### src/rtl/dbg_halt_pkg.sv
package dbg_halt_pkg;
  typedef enum logic [1:0] {
    REG_CTRL  = 2'd0,
    REG_STEP  = 2'd1,
    REG_HITS  = 2'd2,
    REG_NONE  = 2'd3
  } reg_sel_e;

  localparam int unsigned CTRL_STEP_BIT = 0;
  localparam int unsigned CTRL_BRK_BIT  = 1;
  localparam int unsigned CAUSE_STEP    = 0;
  localparam int unsigned CAUSE_BRK     = 1;
  localparam int unsigned CAUSE_W       = 2;
endpackage

### src/rtl/dbg_step_unit.sv
module dbg_step_unit #(
  parameter int unsigned CNT_W = 8
) (
  input  logic             clk_i,
  input  logic             rst_ni,
  input  logic             retire_i,
  input  logic             freeze_i,
  input  logic             en_i,
  input  logic             wr_i,
  input  logic [CNT_W-1:0] wdata_i,
  output logic             stop_o
);
  logic [CNT_W-1:0] cnt_q;
  logic             active;
  logic             zero;

  assign active = retire_i & ~freeze_i & en_i;
  assign zero   = (cnt_q == '0);
  assign stop_o = active & zero;

  always_ff @(posedge clk_i or negedge rst_ni) begin
    if (!rst_ni)             cnt_q <= '0;
    else if (wr_i)           cnt_q <= wdata_i;
    else if (active && !zero) cnt_q <= cnt_q - CNT_W'(1);
  end

  AST_STEP_DEC: assert property (@(posedge clk_i) disable iff (!rst_ni)
    (active && !zero && !wr_i) |=> (cnt_q == $past(cnt_q) - CNT_W'(1)));
  AST_STEP_HOLD: assert property (@(posedge clk_i) disable iff (!rst_ni)
    (!active && !wr_i) |=> $stable(cnt_q));
endmodule

### src/rtl/dbg_brk_unit.sv
module dbg_brk_unit #(
  parameter int unsigned CNT_W = 8
) (
  input  logic             clk_i,
  input  logic             rst_ni,
  input  logic             retire_i,
  input  logic             freeze_i,
  input  logic             en_i,
  input  logic             fetch_i,
  input  logic             data_i,
  input  logic             wr_cnt_i,
  input  logic             clr_pend_i,
  input  logic [CNT_W-1:0] wdata_i,
  output logic             stop_o
);
  logic [CNT_W-1:0] cnt_q;
  logic             pend_q;
  logic             live;
  logic             hit;
  logic             zero;
  logic             fetch_stop;
  logic             data_stop;

  assign live       = retire_i & ~freeze_i;
  assign hit        = live & en_i & (fetch_i | data_i);
  assign zero       = (cnt_q == '0);
  assign fetch_stop = hit & zero & fetch_i;
  assign data_stop  = live & pend_q;
  assign stop_o     = fetch_stop | data_stop;

  always_ff @(posedge clk_i or negedge rst_ni) begin
    if (!rst_ni)             cnt_q <= '0;
    else if (wr_cnt_i)       cnt_q <= wdata_i;
    else if (hit && !zero)   cnt_q <= cnt_q - CNT_W'(1);
  end

  // pending data match survives exactly one further retirement
  always_ff @(posedge clk_i or negedge rst_ni) begin
    if (!rst_ni)         pend_q <= 1'b0;
    else if (clr_pend_i) pend_q <= 1'b0;
    else if (live)       pend_q <= ~pend_q & hit & zero & data_i & ~fetch_i;
  end

  AST_HIT_DEC: assert property (@(posedge clk_i) disable iff (!rst_ni)
    (hit && !zero && !wr_cnt_i) |=> (cnt_q == $past(cnt_q) - CNT_W'(1)));
  AST_PEND_ONE_INSN: assert property (@(posedge clk_i) disable iff (!rst_ni)
    (pend_q && live) |=> !pend_q);
  AST_PEND_HOLD: assert property (@(posedge clk_i) disable iff (!rst_ni)
    (!retire_i && !clr_pend_i) |=> $stable(pend_q));
endmodule

### src/rtl/dbg_halt_ctrl.sv
module dbg_halt_ctrl
  import dbg_halt_pkg::*;
#(
  parameter int unsigned CNT_W = 8
) (
  input  logic               clk_i,
  input  logic               rst_ni,
  input  logic               insn_done_i,
  input  logic               insn_abort_i,
  input  logic               fetch_bp_i,
  input  logic               data_bp_i,
  input  logic               resume_i,
  input  logic               reg_we_i,
  input  logic [1:0]         reg_addr_i,
  input  logic [CNT_W-1:0]   reg_wdata_i,
  output logic               dbg_req_o,
  output logic               halted_o,
  output logic [CAUSE_W-1:0] cause_o
);
  logic     retire;
  logic     step_en_q, brk_en_q;
  logic     wr_ctrl, wr_step, wr_hits;
  logic     step_stop, brk_stop, any_stop;
  reg_sel_e sel;

  assign sel     = reg_sel_e'(reg_addr_i);
  assign retire  = insn_done_i & ~insn_abort_i;
  assign wr_ctrl = reg_we_i & (sel == REG_CTRL);
  assign wr_step = reg_we_i & (sel == REG_STEP);
  assign wr_hits = reg_we_i & (sel == REG_HITS);

  always_ff @(posedge clk_i or negedge rst_ni) begin
    if (!rst_ni) begin
      step_en_q <= 1'b0;
      brk_en_q  <= 1'b0;
    end else if (wr_ctrl) begin
      step_en_q <= reg_wdata_i[CTRL_STEP_BIT];
      brk_en_q  <= reg_wdata_i[CTRL_BRK_BIT];
    end
  end

  dbg_step_unit #(.CNT_W(CNT_W)) u_step (
    .clk_i    (clk_i),
    .rst_ni   (rst_ni),
    .retire_i (retire),
    .freeze_i (halted_o),
    .en_i     (step_en_q),
    .wr_i     (wr_step),
    .wdata_i  (reg_wdata_i),
    .stop_o   (step_stop)
  );

  dbg_brk_unit #(.CNT_W(CNT_W)) u_brk (
    .clk_i      (clk_i),
    .rst_ni     (rst_ni),
    .retire_i   (retire),
    .freeze_i   (halted_o),
    .en_i       (brk_en_q),
    .fetch_i    (fetch_bp_i),
    .data_i     (data_bp_i),
    .wr_cnt_i   (wr_hits),
    .clr_pend_i (wr_ctrl | wr_hits),
    .wdata_i    (reg_wdata_i),
    .stop_o     (brk_stop)
  );

  assign any_stop = step_stop | brk_stop;

  always_ff @(posedge clk_i or negedge rst_ni) begin
    if (!rst_ni) begin
      dbg_req_o <= 1'b0;
      halted_o  <= 1'b0;
      cause_o   <= '0;
    end else begin
      dbg_req_o <= any_stop;
      if (any_stop) begin
        halted_o            <= 1'b1;
        cause_o[CAUSE_STEP] <= step_stop;
        cause_o[CAUSE_BRK]  <= brk_stop;
      end else if (halted_o && resume_i) begin
        halted_o <= 1'b0;
        cause_o  <= '0;
      end
    end
  end

  AST_REQ_PULSE: assert property (@(posedge clk_i) disable iff (!rst_ni)
    dbg_req_o |=> !dbg_req_o);
  AST_REQ_HAS_CAUSE: assert property (@(posedge clk_i) disable iff (!rst_ni)
    dbg_req_o |-> (halted_o && cause_o != '0));
  AST_ABORT_NO_REQ: assert property (@(posedge clk_i) disable iff (!rst_ni)
    insn_abort_i |=> !dbg_req_o);
  AST_HALT_STICKY: assert property (@(posedge clk_i) disable iff (!rst_ni)
    (halted_o && !resume_i) |=> (halted_o && $stable(cause_o)));
  AST_RESUME_CLEARS: assert property (@(posedge clk_i) disable iff (!rst_ni)
    (halted_o && resume_i) |=> (!halted_o && cause_o == '0));
endmodule

### config.mk
export PLATFORM = sky130hd
export DESIGN_NAME = dbg_halt_ctrl
export DESIGN_NICKNAME = d
export VERILOG_FILES = /design/src/rtl/dbg_halt_pkg.sv /design/src/rtl/dbg_step_unit.sv /design/src/rtl/dbg_brk_unit.sv /design/src/rtl/dbg_halt_ctrl.sv
export SDC_FILE = /design/constraint.sdc
export NUM_CORES = 1
export LEC_CHECK = 0
export BUFFER_PORTS_ARGS = -buffer_cell sky130_fd_sc_hd__buf_2
export CORE_ASPECT_RATIO = 1.4
export CORE_MARGIN = 2
export CORE_UTILIZATION = 55
export CTS_BUF_LIST = sky130_fd_sc_hd__clkbuf_8
export DETAILED_ROUTE_END_ITERATION = 7
export GPL_TIMING_DRIVEN = 0
export PLACE_DENSITY = 0.88
export SLEW_MARGIN = 10
export SYNTH_ARGS = -nofsm -noshare
export SYNTH_HDL_FRONTEND = slang
export SYNTH_SLANG_ARGS = --single-unit
export TNS_END_PERCENT = 1
### constraint.sdc
create_clock -name clk_i -period 2.8 [get_ports clk_i]
set_input_delay 0.28 -clock clk_i [delete_from_list [all_inputs] [get_ports clk_i]]
set_output_delay 0.28 -clock clk_i [all_outputs]
set_load 0.05 [all_outputs]
; Word level (Yosys, flattened, before mapping)
; Cells that the tools add are included.
[totals]
inputBits = 18
wordCells = 58
register_bits = 23
output_inout_bits = 4
[op_classes]
bitwise_logic = 24
n_mux = 10
n_eq_ne = 2
n_reduce_logical = 12
add_sub_neg = 2
[ops]
columns = operator, n
row1 = $mux W8, 4
row2 = $and A1 B1 Y1, 16
row3 = $logic_not A8 Y1, 2
row4 = $sub A8 B1 Y8 const B, 2
row5 = $reduce_bool A2 Y1, 4
row6 = $mux W1, 4
row7 = $mux W2, 2
row8 = $not A1 Y1, 4
row9 = $or A1 B1 Y1, 4
row10 = $logic_and A1 B1 Y1, 3
row11 = $eq A2 B1 Y1 const B, 1
row12 = $eq A2 B2 Y1 const B, 1
row13 = $logic_not A1 Y1, 2
row14 = $logic_not A2 Y1, 1

; Longest topological paths before layout
; Gate-level depths: netlist of run 1.
[depth]
ltp_word = 11
ltp_mapped = 7
mapped_depth_nobuf = 6

; Hierarchy
; A second synthesis of run 1 with hierarchy kept.
[unflattened]
hier_cells = 155
area_unflattened_um2 = 1415.1
[by_module_without_submodules]
columns = module, cells_per_inst, instances, area_each_um2
row1 = dbg_brk_unit, 74, 1, 620.6
row2 = dbg_step_unit, 60, 1, 531.8
row3 = dbg_halt_ctrl, 21, 1, 262.8

; Worst setup path before layout of run 1
; Ideal clock, no wire load.
[synth_timing]
kind = register to register
startpoint = reg halted_o
endpoint = reg u_brk.cnt_q[3]
path_slack_ps = 817
n_path_buf = 1
synth_period_minus_slack_ps = 1983
path_stages_with_launch = 6
arrival_ps = 1901
path_cell_list = dfrtp_1 nand4bb_1 a211o_1 buf_6 or4_1 a31oi_1
[synth_via]
elab_chain_cells = 6
[synth_lines]
columns = item, line
row1 = start: declaration, dbg_halt_ctrl.sv:17  ; output logic halted_o,
row2 = start signal: assignment, dbg_halt_ctrl.sv:72  ; halted_o <= 1'b0;
row3 = start signal: assignment, dbg_halt_ctrl.sv:77  ; halted_o <= 1'b1;
row4 = start signal: assignment, dbg_halt_ctrl.sv:81  ; halted_o <= 1'b0;
row5 = $not A1 Y1, dbg_brk_unit.sv:24  ; assign live = retire_i & ~freeze_i;
row6 = $and A1 B1 Y1, dbg_brk_unit.sv:24
row7 = $and A1 B1 Y1 (2 in a row), dbg_brk_unit.sv:25  ; assign hit = live & en_i & (fetch_i | data_i);
row8 = $logic_and A1 B1 Y1, dbg_brk_unit.sv:34  ; else if (hit && !zero) cnt_q <= cnt_q - CNT_W'(1);
row9 = $reduce_bool A2 Y1 (no line), --
row10 = end signal: assignment, dbg_brk_unit.sv:33  ; else if (wr_cnt_i) cnt_q <= wdata_i;
row11 = end signal: assignment, dbg_brk_unit.sv:34
row12 = end: declaration, dbg_brk_unit.sv:16  ; logic [CNT_W-1:0] cnt_q;
; No other way between the ends.
; A chain may end at the register's enable or synchronous reset.

; Worst setup path after layout of run 1
[layout_timing]
startpoint = reg u_brk.cnt_q[0]
endpoint = reg u_brk.cnt_q[3]
[layout_via]
elab_chain_cells = 4
[layout_lines]
columns = item
row1 = branches (longest 4 deep; another with $sub A8 B1 Y8)
; Several ways; the timed one is not identified. The select of a mux whose other input is x is not followed.

==> results of run 1 <==
==> worst paths after layout <==
check	start	end	slack, ps	cells past startpoint
hold reg to reg	cause_o[1]	cause_o[1]	520	2
hold / removal	rst_ni	step_en_q	-20	1
setup / recovery	u_brk.cnt_q[0]	u_brk.cnt_q[3]	740	7
min in group clk_i	resume_i	halted_o	190	2
setup reg to reg	u_brk.cnt_q[0]	u_brk.cnt_q[3]	740	7
max in group asynchronous	rst_ni	u_step.cnt_q[2]	2450	1
==> power by group <==
part           total, W  switching, W  internal, W
Sequential     0.000486     0.0000792     0.000407
Clock          0.000205      0.000105    0.0000993
Combinational  0.000303      0.000160     0.000143
==> placed cells by master, fill, tap and decap left out, types with 6 or more instances in the layout <==
cell type  synthesis  final
a21oi_1            8      8
nor2_1            18     18
or3_1              7      7
inv_1              6      6
a31oi_1            6      6
nand2_1            8      8
buf_2              0     21
dfrtp_1           23     23
==> logic make-up after synthesis <==
family                     Yosys count
and+or+nand+nor                     62
AOI/OAI and AO/OA                   33
DFF                                 23
buffers and inverters               11
muxes                                7
xor gates and xnor gates             6
adders and majority gates            4
==> worst max-delay path, delay by kind of cell (launching register included) <==
kind / cells / cell delay [ps]
DFF: 1 / 400
AOI/OAI and AO/OA: 2 / 520
adders and majority gates: 1 / 190
and+or+nand+nor: 2 / 640
buffers and inverters: 2 / 230
==> stage by stage <==
| stage | instances | utilization | instance area (um2) | total power [W] | hold slack [ps] |
|---|---|---|---|---|---|
| 6_report | 205 | 0.660 | 1580 | 0.000994 | -17.6 |
| 5_1_grt | 205 | 0.660 | 1580 | 0.00106 | 15.5 |
| 4_1_cts | 205 | 0.660 | 1580 | 0.000991 | 0.172 |
| 3_5_place_dp | 201 | 0.641 | 1530 | 0.000789 | 285 |
| 3_3_place_gp | 201 | 0.641 | 1530 | 0.000762 | 271 |
| 2_1_floorplan | 146 | - | 1390 | 0.000698 | -15.6 |
==> state kept, by name, summed over array words and instances, names as in the netlist <==
signal / flops
u_brk.cnt_q: 8
u_step.cnt_q: 8
cause_o: 2
brk_en_q: 1
dbg_req_o: 1
halted_o: 1
step_en_q: 1
u_brk.pend_q: 1
==> layout make-up <==
type                            count  area share
Clock buffer                        3      0.0261
Buffer                              5      0.0198
Sequential cell                    23       0.365
Multi-Input combinational cell    112       0.479
Clock inverter                      1     0.00317
Tap cell                           34      0.0269
Inverter                            6      0.0143
Timing Repair Buffer               21      0.0666
==> metal layers <==
layer / vias up / part of all wire / routed length (um)
li1: 594 / - / -
met1: 614 / 0.39 / 1210
met2: 27 / 0.56 / 1730
met3: 14 / 0.021 / 64
met4: 0 / 0.035 / 108
met5: - / 0 / 0
==> run summary, run 1 <==
CP arrival - 2240 ps
Adder-cell share of the synthesized area - 0.0361
HPWL after DPL - 2390 um
Number of synthesized flops with an enable pin - 0
Max cap viols - 0
Worst slew pin tran - 530 ps
Critical Path, Cell by Cell - inv_1 > ha_1 > nor3b_2 > a211o_1 > buf_6 > or4_1 > a31oi_1
Post-layout min period - 2060 ps
First-pass GRT wire length - 5010 um
Peak VDD IR - 0.538 mV
Skew-Pair Late Insertion Delay - 260 ps
Failing checks - negative hold slack
Post-synth top cells - dfrtp_1, nor2_1, a21oi_1, nand2_1, or3_1
Critical path's slowest cell - or4_1
Row Count - 21
Max-slew headroom - 0.647
Outcome - complete, but fails checks
Async S/R FF share, synth - 1.00
Clock Skew - 8.44 ps
Synth Area in XOR/XNOR - 0.0379
Port Buffer Count - 21
Synth Area per Inst - 9.49 um2
Pre-CTS setup slack - 788 ps
Final Hold Viols - 23
Via count - 1249
Tcrit/Tclk final - 0.735
Initial antenna violation count - 0
Cell accounting for the most synthesized area - dfrtp_1
Synthesized flop and latch total - 23
CTS buffer count - 3
Worst hold path type - input port to asynchronous set/reset pin
Post-Route WL - 3110 um
Crit path max fanout - 10
Yosys warns - 0
IO Count - 22
Postcts setup bufs - 0
Root buffer cell - clkbuf_8
RSZ-0062 raised after global routing - false
Setup TNS - 0 ps
Synth Cell Area - 0.00139 mm2
Dominant synthesized flop cell - dfrtp_1
Met2 usage - 0.413
Nets@finish - 194
Area grow syn2layout - 14.0%
Total grt overflow - 0
Synth top area share - 0.416
Crit path kind - flop to flop
Area of the multi-input gates - 756 um2
Mux contribution to synthesized area - 0.0542
H-tree levels - 1
Die X-Extent - 46.4 um
Post-synthesis net count - 168
M1 GR Usage - 0.247
Ranking of synthesized cells by area - dfrtp_1, nor2_1, ha_1
Synth Area in Compound Gates - 0.153
Most common cell in the netlist - dfrtp_1
Total GRT Usage - 0.228
Core ar. - 0.00239 mm2
Placer Congestion - 0.900
Pin count of the biggest net entering global routing - 24
Via density - 6.09
Critical path capture point type - flop
Hold_ws - -17.6 ps
Share of layout cells above drive strength 1 - 0.205
Die Ht - 63.4 um
Number of remaining DRC errors - 0
Netlist cell types - 44
Filler cells - 187
Worst EP required - 2980 ps
N_diodes - 0
Post-CTS sizing - 0
Sequential share of the synthesized area - 0.416
Drt wl/cell - 15.2 um
Area of the die - 0.00294 mm2
Worst-path clk slew - 90 ps
Leakage power - 0.654 nW
Pre-Repair DR Iteration Count - 4
Final worst slack - 741 ps
DRT iter0 DRCs - 55
Startpoint Class - flop
Fmax - 0.486 GHz
Busiest grt layer - met2
CP max stage delay - 460 ps
Register area - 576 um2
Slew Limit Fails - 0
Largest family of logic cells by synthesized area - simple AND/OR/NAND/NOR gates
Post-Synth Simple-Gate Area - 0.265
Hold buffer count at CTS - 0
CTS tree - done
Vias in the first global route - 1231
Met3 usage - 0.0201
Final Setup Violations - 0
Longest Clk Path Bufs - 2
Post-Syn Instances - 146
Antenna Violating Nets Remaining - 0
Pwr dens - 630 mW/mm2
CTS Sinks - 23
Initial Utilization - 0.579
Note: power is estimated with default switching activity, not from simulation.
==> run 2, diff against run 1 <==
==> constraint.sdc (replaced) <==
create_clock -name clk_i -period 1.9 [get_ports clk_i]
set_input_delay 0.19 -clock clk_i [delete_from_list [all_inputs] [get_ports clk_i]]
set_output_delay 0.19 -clock clk_i [all_outputs]
set_load 0.05 [all_outputs]
==> run summary, run 2 (synthesis results as in run 1) <==
R2R Path Start - u_brk.cnt_q[0]
Pwr dens - 942 mW/mm2
WHS Endpoint - halted_o
Critical path capture point type - flop
Fmax - 0.521 GHz
Initial antenna violation count - 0
Outcome - complete, but fails checks
CTS Sinks - 23
CP max stage delay - 400 ps
Combinational power share - 0.340
HPWL after DPL - 2450 um
Tcrit/Tclk final - 1.01
Nets@finish - 200
Final worst slack - -17.7 ps
Leakage power - 0.687 nW
Hold_sp - resume_i
Longest Clk Path Bufs - 2
WP buf/inv - 2
Worst hold path type - input port to flop
Placer Congestion - 0.881
Worst EP required - 2080 ps
Commonest non-fill, non-tap cell in the layout - dfrtp_1
Critical path's slowest cell - dfrtp_1
H-tree levels - 1
Pre-CTS setup slack - -116 ps
Failing checks - negative setup slack
Top flop regs - u_brk.cnt_q x8, u_step.cnt_q x8, cause_o x2
CTS tree - done
Skew-Pair Late Insertion Delay - 260 ps
Post-layout min period - 1920 ps
Root buffer cell - clkbuf_8
Via density - 6.06
Pin count of the biggest net entering global routing - 24
Cell area after layout - 0.00167 mm2
Power Internal - 0.00102 W
FF-to-FF setup slack - -20 ps
Via count - 1278
Hold path cells - 2
Crit path kind - flop to flop
Hold_ws - 96.8 ps
Non-filler instance count after layout - 211
Total GRT Usage - 0.250
Pre-Repair DR Iteration Count - 4
Util after Layout - 0.700
Drt wl/cell - 15.8 um
RSZ-0062 raised after global routing - true
Max cap viols - 0
Row Count - 21
Crit path max-delay family - simple AND/OR/NAND/NOR gates
Area of the die - 0.00294 mm2
Final Setup Violations - 1
Most frequent cells in the layout - dfrtp_1, buf_2, nor2_1, a21oi_1, nand2_1
Area grow syn2layout - 20.9%
CTS buffer count - 3
Total grt overflow - 0
Initial Utilization - 0.579
Final Hold Viols - 0
Sw frac - 0.354
Vias in the first global route - 1322
Net Switching - 0.000558 W
Worst r2r path cells - 7
IO Count - 22
Slew Limit Fails - 0
First-pass GRT wire length - 5530 um
Post-Route WL - 3330 um
Max-slew headroom - 0.657
Peak VDD IR - 0.677 mV
Worst slew pin tran - 514 ps
Share of layout cells above drive strength 1 - 0.277
Number of remaining DRC errors - 0
Die Ht - 63.4 um
Die X-Extent - 46.4 um
Dpl cells - 201
Cell area after placement - 0.00153 mm2
DRT iter0 DRCs - 36
Clock Skew - 3.38 ps
Core ar. - 0.00239 mm2
Filler cells - 173
Critical Path, Cell by Cell - inv_2 > ha_4 > nor3b_4 > a211o_1 > buf_6 > or4_1 > a31oi_1
Seq pwr share - 0.465
CP arrival - 2100 ps
Port Buffer Count - 21
R2r endpoint - u_brk.cnt_q[3]
Clock share of power - 0.194
Worst-path clk slew - 80 ps
N_diodes - 0
Antenna Violating Nets Remaining - 0
Crit path max fanout - 8
Startpoint Class - flop
==> run 2: power by group through the flow <==
stage	Combinational (W)	Clock, W	Sequential [W]
6_report	0.000536	0.000306	0.000734
5_1_grt	0.000602	0.000331	0.000747
4_1_cts	0.000486	0.000307	0.000710
3_5_place_dp	0.000447	0	0.000720
3_3_place_gp	0.000413	0	0.000709
2_1_floorplan	0.000333	0	0.000696
==> run 2: worst max-delay path by stage <==
stage | cells past startpoint | endpoint | slack, ps | start
2_1_floorplan | 7 | u_brk.cnt_q[3] | 20 | u_brk.cnt_q[0]
3_3_place_gp | 7 | u_brk.cnt_q[3] | -90 | u_brk.cnt_q[0]
3_5_place_dp | 7 | u_brk.cnt_q[3] | -120 | u_brk.cnt_q[0]
4_1_cts | 7 | u_brk.cnt_q[5] | 9 | u_brk.cnt_q[0]
5_1_grt | 7 | u_brk.cnt_q[3] | -70 | u_brk.cnt_q[0]
6_report | 7 | u_brk.cnt_q[3] | -20 | u_brk.cnt_q[0]
==> run 2: stage by stage <==
stage | TNS, ps | total power (W)
detailed placement | -226 | 0.00117
global route | -246 | 0.00168
global placement | -134 | 0.00112
floorplan | 0 | 0.00103
finish | -17.7 | 0.00158
CTS | 0 | 0.00150
==> run 2: routing by layer <==
| layer | routed length [um] | part of all wire | vias up | GRT usage |
|---|---|---|---|---|
| met3 | 111 | 0.033 | 8 | 0.0344 |
| met5 | 0 | 0 | - | 0 |
| met2 | 1850 | 0.55 | 34 | 0.455 |
| met4 | 53 | 0.016 | 0 | 0.0821 |
| li1 | - | - | 605 | - |
| met1 | 1320 | 0.40 | 631 | 0.277 |
==> run 2: what timing repair did <==
action,in CTS,in global routing
hold buffers,1,0
resized for setup,2,9
pin swaps,3,8
setup buffers,4,1
setup endpoints to repair,5,12
hold endpoints to repair,23,0
==> run 2: layout make-up <==
class                   count  area, um2  area share
multi-input cells         112        802       0.479
flip-flops and latches     23        577       0.345
repair buffers             27        153      0.0912
well taps                  34       42.5      0.0254
clock buffers               3       41.3      0.0247
plain buffers               5       31.3      0.0187
inverters                   6       22.5      0.0135
clock inverters             1       5.00     0.00299
